**src/rtl/nand_cmd_front.sv**
```systemverilog
module nand_cmd_front #(
  parameter int COL_W = 8,
  parameter int ROW_W = 17
) (
  input  logic             clk,
  input  logic             rst_n,
  input  logic             ce_n,
  input  logic             we_n,
  input  logic             cle,
  input  logic             ale,
  input  logic [7:0]       io,
  input  logic             busy,
  output logic             op_valid,
  output logic [2:0]       op,
  output logic [COL_W-1:0] col_addr,
  output logic [ROW_W-1:0] row_addr,
  output logic             err
);
  localparam int ROW_CYC = (ROW_W + 7) / 8;
  localparam int CW      = $clog2(ROW_CYC + 2);
  localparam logic [CW-1:0] NEED_PG = CW'(ROW_CYC + 1);
  localparam logic [CW-1:0] NEED_ER = CW'(ROW_CYC);

  localparam logic [7:0] C_READ = 8'h00, C_PSET = 8'h80, C_PCNF = 8'h10,
                         C_ESET = 8'h60, C_ECNF = 8'hD0, C_STAT = 8'h70,
                         C_ID   = 8'h90, C_RST  = 8'hFF;

  localparam logic [2:0] OP_NONE = 3'd0, OP_READ = 3'd1, OP_PSTART = 3'd2,
                         OP_PCONF = 3'd3, OP_ECONF = 3'd4, OP_STATUS = 3'd5,
                         OP_RESET = 3'd6, OP_ID = 3'd7;

  typedef enum logic [2:0] {S_IDLE, S_RADDR, S_PADDR, S_EADDR, S_PLOAD, S_EREADY} st_t;

  st_t                     st;
  logic [CW-1:0]           cnt;
  logic [8*ROW_CYC-1:0]    row_q;
  logic [COL_W-1:0]        col_q;
  logic                    err_q;
  logic                    we_q;
  logic                    opv_q;
  logic [2:0]              op_q;

  logic                    wr, is_cmd, is_addr, is_data, pass, in_addr, last_addr;
  logic [CW-1:0]           need, ridx;
  logic [8*ROW_CYC-1:0]    row_nx;

  assign wr      = we_n & ~we_q & ~ce_n;
  assign is_cmd  = cle;
  assign is_addr = ~cle & ale;
  assign is_data = ~cle & ~ale;
  assign pass    = ~busy | (is_cmd & (io == C_STAT || io == C_RST));
  assign in_addr = (st == S_RADDR) || (st == S_PADDR) || (st == S_EADDR);
  assign need    = (st == S_EADDR) ? NEED_ER : NEED_PG;
  assign last_addr = (cnt == need - CW'(1));
  assign ridx    = (st == S_EADDR) ? cnt : cnt - CW'(1);

  always_comb begin
    row_nx = row_q;
    for (int k = 0; k < ROW_CYC; k++)
      if (ridx == CW'(k)) row_nx[8*k +: 8] = io;
  end

  always_ff @(posedge clk) begin
    if (!rst_n) begin
      we_q  <= 1'b1;
      st    <= S_IDLE;
      cnt   <= '0;
      row_q <= '0;
      col_q <= '0;
      err_q <= 1'b0;
      opv_q <= 1'b0;
      op_q  <= OP_NONE;
    end else begin
      we_q  <= we_n;
      opv_q <= 1'b0;
      op_q  <= OP_NONE;
      if (wr && pass) begin
        if (is_cmd) begin
          cnt <= '0;
          unique case (io)
            C_READ: st <= S_RADDR;
            C_PSET: st <= S_PADDR;
            C_ESET: st <= S_EADDR;
            C_STAT: begin
              cnt   <= cnt;
              opv_q <= 1'b1;
              op_q  <= OP_STATUS;
            end
            C_RST: begin
              st    <= S_IDLE;
              err_q <= 1'b0;
              opv_q <= 1'b1;
              op_q  <= OP_RESET;
            end
            C_ID: begin
              st    <= S_IDLE;
              opv_q <= 1'b1;
              op_q  <= OP_ID;
            end
            C_PCNF: begin
              st <= S_IDLE;
              if (st == S_PLOAD) begin
                opv_q <= 1'b1;
                op_q  <= OP_PCONF;
              end else err_q <= 1'b1;
            end
            C_ECNF: begin
              st <= S_IDLE;
              if (st == S_EREADY) begin
                opv_q <= 1'b1;
                op_q  <= OP_ECONF;
              end else err_q <= 1'b1;
            end
            default: begin
              st    <= S_IDLE;
              err_q <= 1'b1;
            end
          endcase
        end else if (is_addr && in_addr) begin
          if (st != S_EADDR && cnt == '0) col_q <= COL_W'(io);
          else                            row_q <= row_nx;
          cnt <= cnt + CW'(1);
          if (last_addr) begin
            unique case (st)
              S_RADDR: begin st <= S_IDLE;   opv_q <= 1'b1; op_q <= OP_READ;   end
              S_PADDR: begin st <= S_PLOAD;  opv_q <= 1'b1; op_q <= OP_PSTART; end
              default:       st <= S_EREADY;
            endcase
          end
        end else if (is_data && st == S_PLOAD) begin
          col_q <= col_q + COL_W'(1);
        end
      end
    end
  end

  assign op_valid = opv_q;
  assign op       = op_q;
  assign col_addr = col_q;
  assign row_addr = row_q[ROW_W-1:0];
  assign err      = err_q;

  p_quiet_r1: assert property (@(posedge clk) disable iff (!rst_n)
    !wr |=> !op_valid && $stable(st) && $stable(col_q) && $stable(row_q) && $stable(err_q));

  p_busy_filter_r6: assert property (@(posedge clk) disable iff (!rst_n)
    wr && busy && !(cle && (io == C_STAT || io == C_RST))
    |=> !op_valid && $stable(st) && $stable(col_q) && $stable(row_q) && $stable(err_q));

  p_status_keep_r7: assert property (@(posedge clk) disable iff (!rst_n)
    wr && cle && io == C_STAT
    |=> op_valid && op == OP_STATUS && $stable(st) && $stable(col_q) && $stable(row_q));

  p_reset_clear_r8: assert property (@(posedge clk) disable iff (!rst_n)
    wr && cle && io == C_RST |=> op_valid && op == OP_RESET && st == S_IDLE && !err_q);

  p_err_sticky_r10: assert property (@(posedge clk) disable iff (!rst_n)
    err_q && !(wr && cle && io == C_RST) |=> err_q);

  p_pconf_after_load_r4: assert property (@(posedge clk) disable iff (!rst_n)
    op_valid && op == OP_PCONF |-> $past(st) == S_PLOAD);

  p_econf_after_setup_r5: assert property (@(posedge clk) disable iff (!rst_n)
    op_valid && op == OP_ECONF |-> $past(st) == S_EREADY);

  p_single_strobe_r12: assert property (@(posedge clk) disable iff (!rst_n)
    op_valid |=> !op_valid);
endmodule

```
**config.mk**
```make
export PLATFORM = sky130hd
export DESIGN_NAME = nand_cmd_front
export DESIGN_NICKNAME = d
export VERILOG_FILES = /design/src/rtl/nand_cmd_front.sv
export SDC_FILE = /design/constraint.sdc
export NUM_CORES = 1
export LEC_CHECK = 0
export BUFFER_PORTS_ARGS = -buffer_cell sky130_fd_sc_hd__buf_4
export CORE_ASPECT_RATIO = 1.75
export CORE_MARGIN = 3
export CORE_UTILIZATION = 25
export DETAILED_ROUTE_END_ITERATION = 8
export SETUP_SLACK_MARGIN = 0.02
export SLEW_MARGIN = 20
export SYNTH_ARGS = -nofsm -noshare
export SYNTH_HDL_FRONTEND = slang
export SYNTH_SLANG_ARGS = --single-unit
export TNS_END_PERCENT = 50
```
**constraint.sdc**
```tcl
create_clock -name clk -period 2.44 [get_ports clk]
set_clock_uncertainty 0.1 [all_clocks]
set_input_delay 0.122 -clock clk [delete_from_list [all_inputs] [get_ports clk]]
set_output_delay 0.122 -clock clk [all_outputs]
set_load 0.01 [all_outputs]
```
After elaboration in Yosys (flattened, before gate mapping)
Cells that the tools add are included.
{"block": "word_totals", "reg_bits": 37, "inputBits": 15, "output_inout_bits": 30, "word_cells": 101}
{"block": "classes", "addsub": 4, "eq_ne": 20, "muxes": 30, "bitwise_logic": 13, "n_reduce_logical": 24}
{"op": "$eq A8 B8 Y1 const B", "n": 4}
{"op": "$mux W3", "n": 10}
{"op": "$mux W8", "n": 3}
{"op": "$reduce_and A5 Y1", "n": 4}
{"op": "$eq A8 B7 Y1 const B", "n": 2}
{"op": "$pmux W3 S5", "n": 1}
{"op": "$pmux W3 S4", "n": 1}
{"op": "$eq A3 B2 Y1 const B", "n": 3}
{"op": "$add A8 B1 Y8 const B", "n": 1}
{"op": "$eq A8 B5 Y1 const B", "n": 1}
{"op": "$logic_not A8 Y1", "n": 1}
{"op": "$mux W1", "n": 8}
{"op": "$reduce_and A4 Y1", "n": 2}
{"op": "$not A1 Y1", "n": 7}
{"op": "$eq A3 B1 Y1 const B", "n": 2}
{"op": "$eq A3 B3 Y1 const B", "n": 2}
{"op": "$logic_not A3 Y1", "n": 2}
{"op": "$mux W2", "n": 3}
{"op": "$ne A2 B2 Y1 const B", "n": 3}
{"op": "$pmux W3 S2", "n": 1}
{"op": "$reduce_bool A2 Y1", "n": 3}
{"op": "$sub A3 B1 Y3 const B", "n": 2}
{"op": "$and A1 B1 Y1", "n": 5}
{"op": "$reduce_or A5 Y1", "n": 1}
{"op": "14 further kinds", "n": 19}

Longest topological paths before layout
{"block": "depth", "word_depth": 7, "depth_mapped": 8, "depth_no_buf": 7}

Worst setup path after synthesis
No wires, ideal clock.
{"block": "synth_path", "path_kind": "flip-flop to flip-flop", "from": "reg st[2]", "to": "reg col_q[7] (netlist: col_addr[7])", "setup_ns": 0.116, "t_arrival_ns": 1.806, "required_ns": 2.224, "path_slack_ns": 0.418, "path_stages_with_launch": 9, "path_buffers": 3, "period_less_slack_ns": 2.022, "path_cell_list": "dfxtp_1 > buf_6 > nand2b_1 > or3_1 > buf_2 > o22a_1 > buf_6 > o311a_1 > a31o_1"}
{"block": "synth_via", "elab_chain_cells": 6, "word_cells_on_any_way": 14}
{"element": "from (decl)", "line": "34", "source": "st_t st;"}
{"element": "from (signal assigned)", "line": "66", "source": "st <= S_IDLE;"}
{"element": "from (signal assigned)", "line": "81", "source": "C_READ: st <= S_RADDR;"}
{"element": "from (signal assigned)", "line": "82", "source": "C_PSET: st <= S_PADDR;"}
{"element": "$eq A3 B1 Y1 or $eq A3 B2 Y1 (tied branches)", "line": "52", "source": "assign in_addr = (st == S_RADDR) || (st == S_PADDR) || (st == S_EADDR);"}
{"element": "$logic_or A1 B1 Y1 (2 in series)", "line": "52"}
{"element": "$logic_and A1 B1 Y1", "line": "119", "source": "end else if (is_addr && in_addr) begin"}
{"element": "$ne A2 B1 Y1 (no source line) or $reduce_bool A2 Y1 (tied branches)"}
{"element": "$reduce_and A4 Y1 (no source line)"}
{"element": "to (signal assigned)", "line": "120", "source": "if (st != S_EADDR && cnt == '0) col_q <= COL_W'(io);"}
{"element": "to (signal assigned)", "line": "131", "source": "col_q <= col_q + COL_W'(1);"}
{"element": "to (decl)", "line": "37", "source": "logic [COL_W-1:0] col_q;"}
Several ways; a longest one is shown, not always the timed one.
A chain may end at the register's enable or synchronous reset.

Worst setup path in the final report
{"block": "layout_path", "from": "reg st[0]", "to": "reg col_q[3] (netlist: col_addr[3])"}
Same word-level chain as after synthesis.

==> out/metrics.cfg <==
[timing]
fin_ws_ns=0.223
rsz0062_at_grt=false
setup_viol=0
slew_headroom_pct=59.9
worstMarginPinSlew_ns=0.597
final.setup.tns_ns=0
hold_viol=0
fin_crit_ns=2.22
max_clock_freq_mhz=451
slew_viol_final=0
fin_crit_sh_pct=90.8

[yosys]
yosysUniqueCellTypes=56
synth_top_area_cell=dfxtp_1
synthMuxAreaShare_pct=9.48
synth-compound-area-share_pct=20.3
synth-seq-cells=37
synthFlopType=dfxtp_1
synth_edf_count=0
synth-simple-area-share_pct=27.7
synth_seq_area_share_pct=35.1
ys_top_cells_by_count=nand2_1 (44), dfxtp_1 (37), mux2i_1 (20)
syn_nets=275
synth-adder-area-share_pct=2.37
synth_top_area_share_pct=35.1
synthesis.area_mm2=0.00211
synthXorXnorAreaFrac_pct=0.415
synth_top_family_by_area=simple AND/OR/NAND/NOR gates
async_flop_share_pct=0
yosysMostFrequentCell=nand2_1
syn_inst=256
ys_top_cells_by_area=dfxtp_1 (35%), mux2i_1 (9.5%), nand2_1 (7.8%), nor2_1 (2.7%), nor3_1 (2.6%)
ys_warn_count=0
synth.avg_cell_area_um2=8.25

[detailed_routing]
drc=0
antenna_left=0
vias_per_cell=5.30
first_pass_iters=4
vias=2053
wl_per_cell_um=15.9
drt_iter0_markers=75
detail_route.wirelength_um=6160

[place]
dp_hpwl_um=4640
dp_slack_ns=0.209
gp_congestion=0.813
io_buffers=44

[cts]
worstSkewPairLatency_ns=0.28
clk_pin_slew_ns=0.06
root_buffer=clkbuf_16
cts.sinks=37
h-tree-depth=2
clock_path_buffers=2
cts_setup_buffers=0
cts_tree=done
cts_made_buffers=5

[grt]
grt_pass1_wl_um=10100
grt_usage_pct=13.4
grt_overflow_total=0
grt_start_max_net_pins=38
grt_pass1_vias=2005
antenna_found_initial=0

[run]
drv_cap=0

[layout]
n_antenna_cell=0
drive_above_1_share_pct=21.2
finalNetCount=315
syn_to_final_growth_pct=26.7

[critical_path]
ff2ff_setup_slack_ns=0.22
r2r_end=col_addr[3]$_SDFFE_PN0P_
worstPathMaxFanout=11
timing.rr.start=st[0]$_SDFFE_PN0P_
worstSetupPathType=register to register
crit_path_end_kind=register
ff2ff_path_depth=5
cp-start-kind=register
critPathArrivalTime_ns=2.30
worstPathRequired_ns=2.53

[pwr]
leakage_nw=1.08
power_density_mw_per_mm2=518
power_mw=1.39
ir_drop_mv=0.280

[outcome]
status=complete, no violations

[floorplanning]
start_util_pct=26.2
fp-row-count=43
io_pins=45
fp.dieH_um=128
die_width_um=75.5
die_area_mm2=0.00963
core_mm2=0.00807

[min_path]
hold_path_end=cnt[1]$_SDFFE_PN0P_
whs_path_depth=3
worstHoldStart=rst_n
hold_class=input port to register

[metal layers]
layer  vias to the layer above  GRT usage [%]  wire length (µm)
li1                       1024              -                 -
met1                       950           15.5              2510
met2                        67           23.2              3250
met3                        12           2.05               230
met4                         0           6.39               171
met5                         -              0                 0
[cell type report]
type                    instances  area [µm²]
well taps                      90         113
fillers                       893        5400
clock buffers                   7         153
inverters                       5        18.8
flip-flops and latches         37         741
multi-input cells             198        1270
repair buffers                 49         370
clock inverters                 1        5.00
[power breakdown]
| part | switching, mW | total, mW | internal [mW] |
|---|---|---|---|
| combinational | 0.0607 | 0.0916 | 0.0309 |
| sequential | 0.000560 | 0.606 | 0.605 |
| clock | 0.255 | 0.688 | 0.433 |
[layout by cell type (no fill, tap or decap), types with 2 or more instances in the layout]
cell and n:
a211oi_1 2, a21o_1 3, a21oi_1 10, a31oi_1 4, and3_1 3, buf_4 48
clkbuf_16 5, clkbuf_8 2, dfxtp_1 37, ha_1 4, inv_1 4, mux2i_1 20
nand2_1 44, nand2b_1 4, nand3_1 9, nand3b_1 4, nand4_1 6, nor2_1 15
nor2b_1 2, nor3_1 11, nor3b_1 3, nor4_1 2, o2111a_1 2, o211ai_1 2
o21ai_0 5, o311ai_0 4, o31ai_1 7, o32ai_1 4, or3_1 2
[stage by stage]
stage                     utilization (%)  hold slack [ns]  cells  instance area (µm²)
after floorplan                         -            0.123    256                 2110
after global placement               31.1            0.227    378                 2510
after detailed placement             31.1            0.226    378                 2510
after CTS                            33.1           0.0625    387                 2670
after global routing                 33.1           0.0887    387                 2680
final                                33.1           0.0641    387                 2680
[how the worst max path moves through the flow]
stage                            start                        to  slack (ns)  cells past startpoint
floorplan           st[2]$_SDFFE_PN0P_  col_addr[7]$_SDFFE_PN0P_        0.42                      8
global placement    st[2]$_SDFFE_PN0P_  col_addr[5]$_SDFFE_PN0P_        0.22                      5
detailed placement  st[2]$_SDFFE_PN0P_  col_addr[5]$_SDFFE_PN0P_        0.21                      5
CTS                 st[1]$_SDFFE_PN0P_  col_addr[3]$_SDFFE_PN0P_        0.20                      5
global route        st[1]$_SDFFE_PN0P_  col_addr[3]$_SDFFE_PN0P_        0.07                      5
finish              st[0]$_SDFFE_PN0P_  col_addr[3]$_SDFFE_PN0P_        0.22                      5
[registers in the layout (all words and copies together) (netlist names)]
register,flops
cnt,3
err,1
col_addr,8
op,3
row_q,17
we_q,1
op_valid,1
st,3
[cells by family (layout without fill, tap and decap cells)]
group / count (synthesis) / in the layout
and+or+nand+nor: 115 / 115
AOI/OAI and AO/OA: 58 / 58
DFF: 37 / 37
buffers and inverters: 21 / 62
muxes: 20 / 20
adders and majority gates: 4 / 4
xor gates and xnor gates: 1 / 1
[critical path, stage by stage, from the launching register on]
cell     delay, ns
dfxtp_1       0.45
nor2_1        0.13
or3_1         0.50
o22a_2        0.32
or2_0         0.33
o32ai_1       0.29
[timing repair]
item,4_1_cts,5_1_grt
endpoints found under the hold margin,1,0
hold buffers,1,0
endpoints found under the setup margin,0,1
resized for setup,0,1
Note: power is estimated with default switching activity, not from simulation.
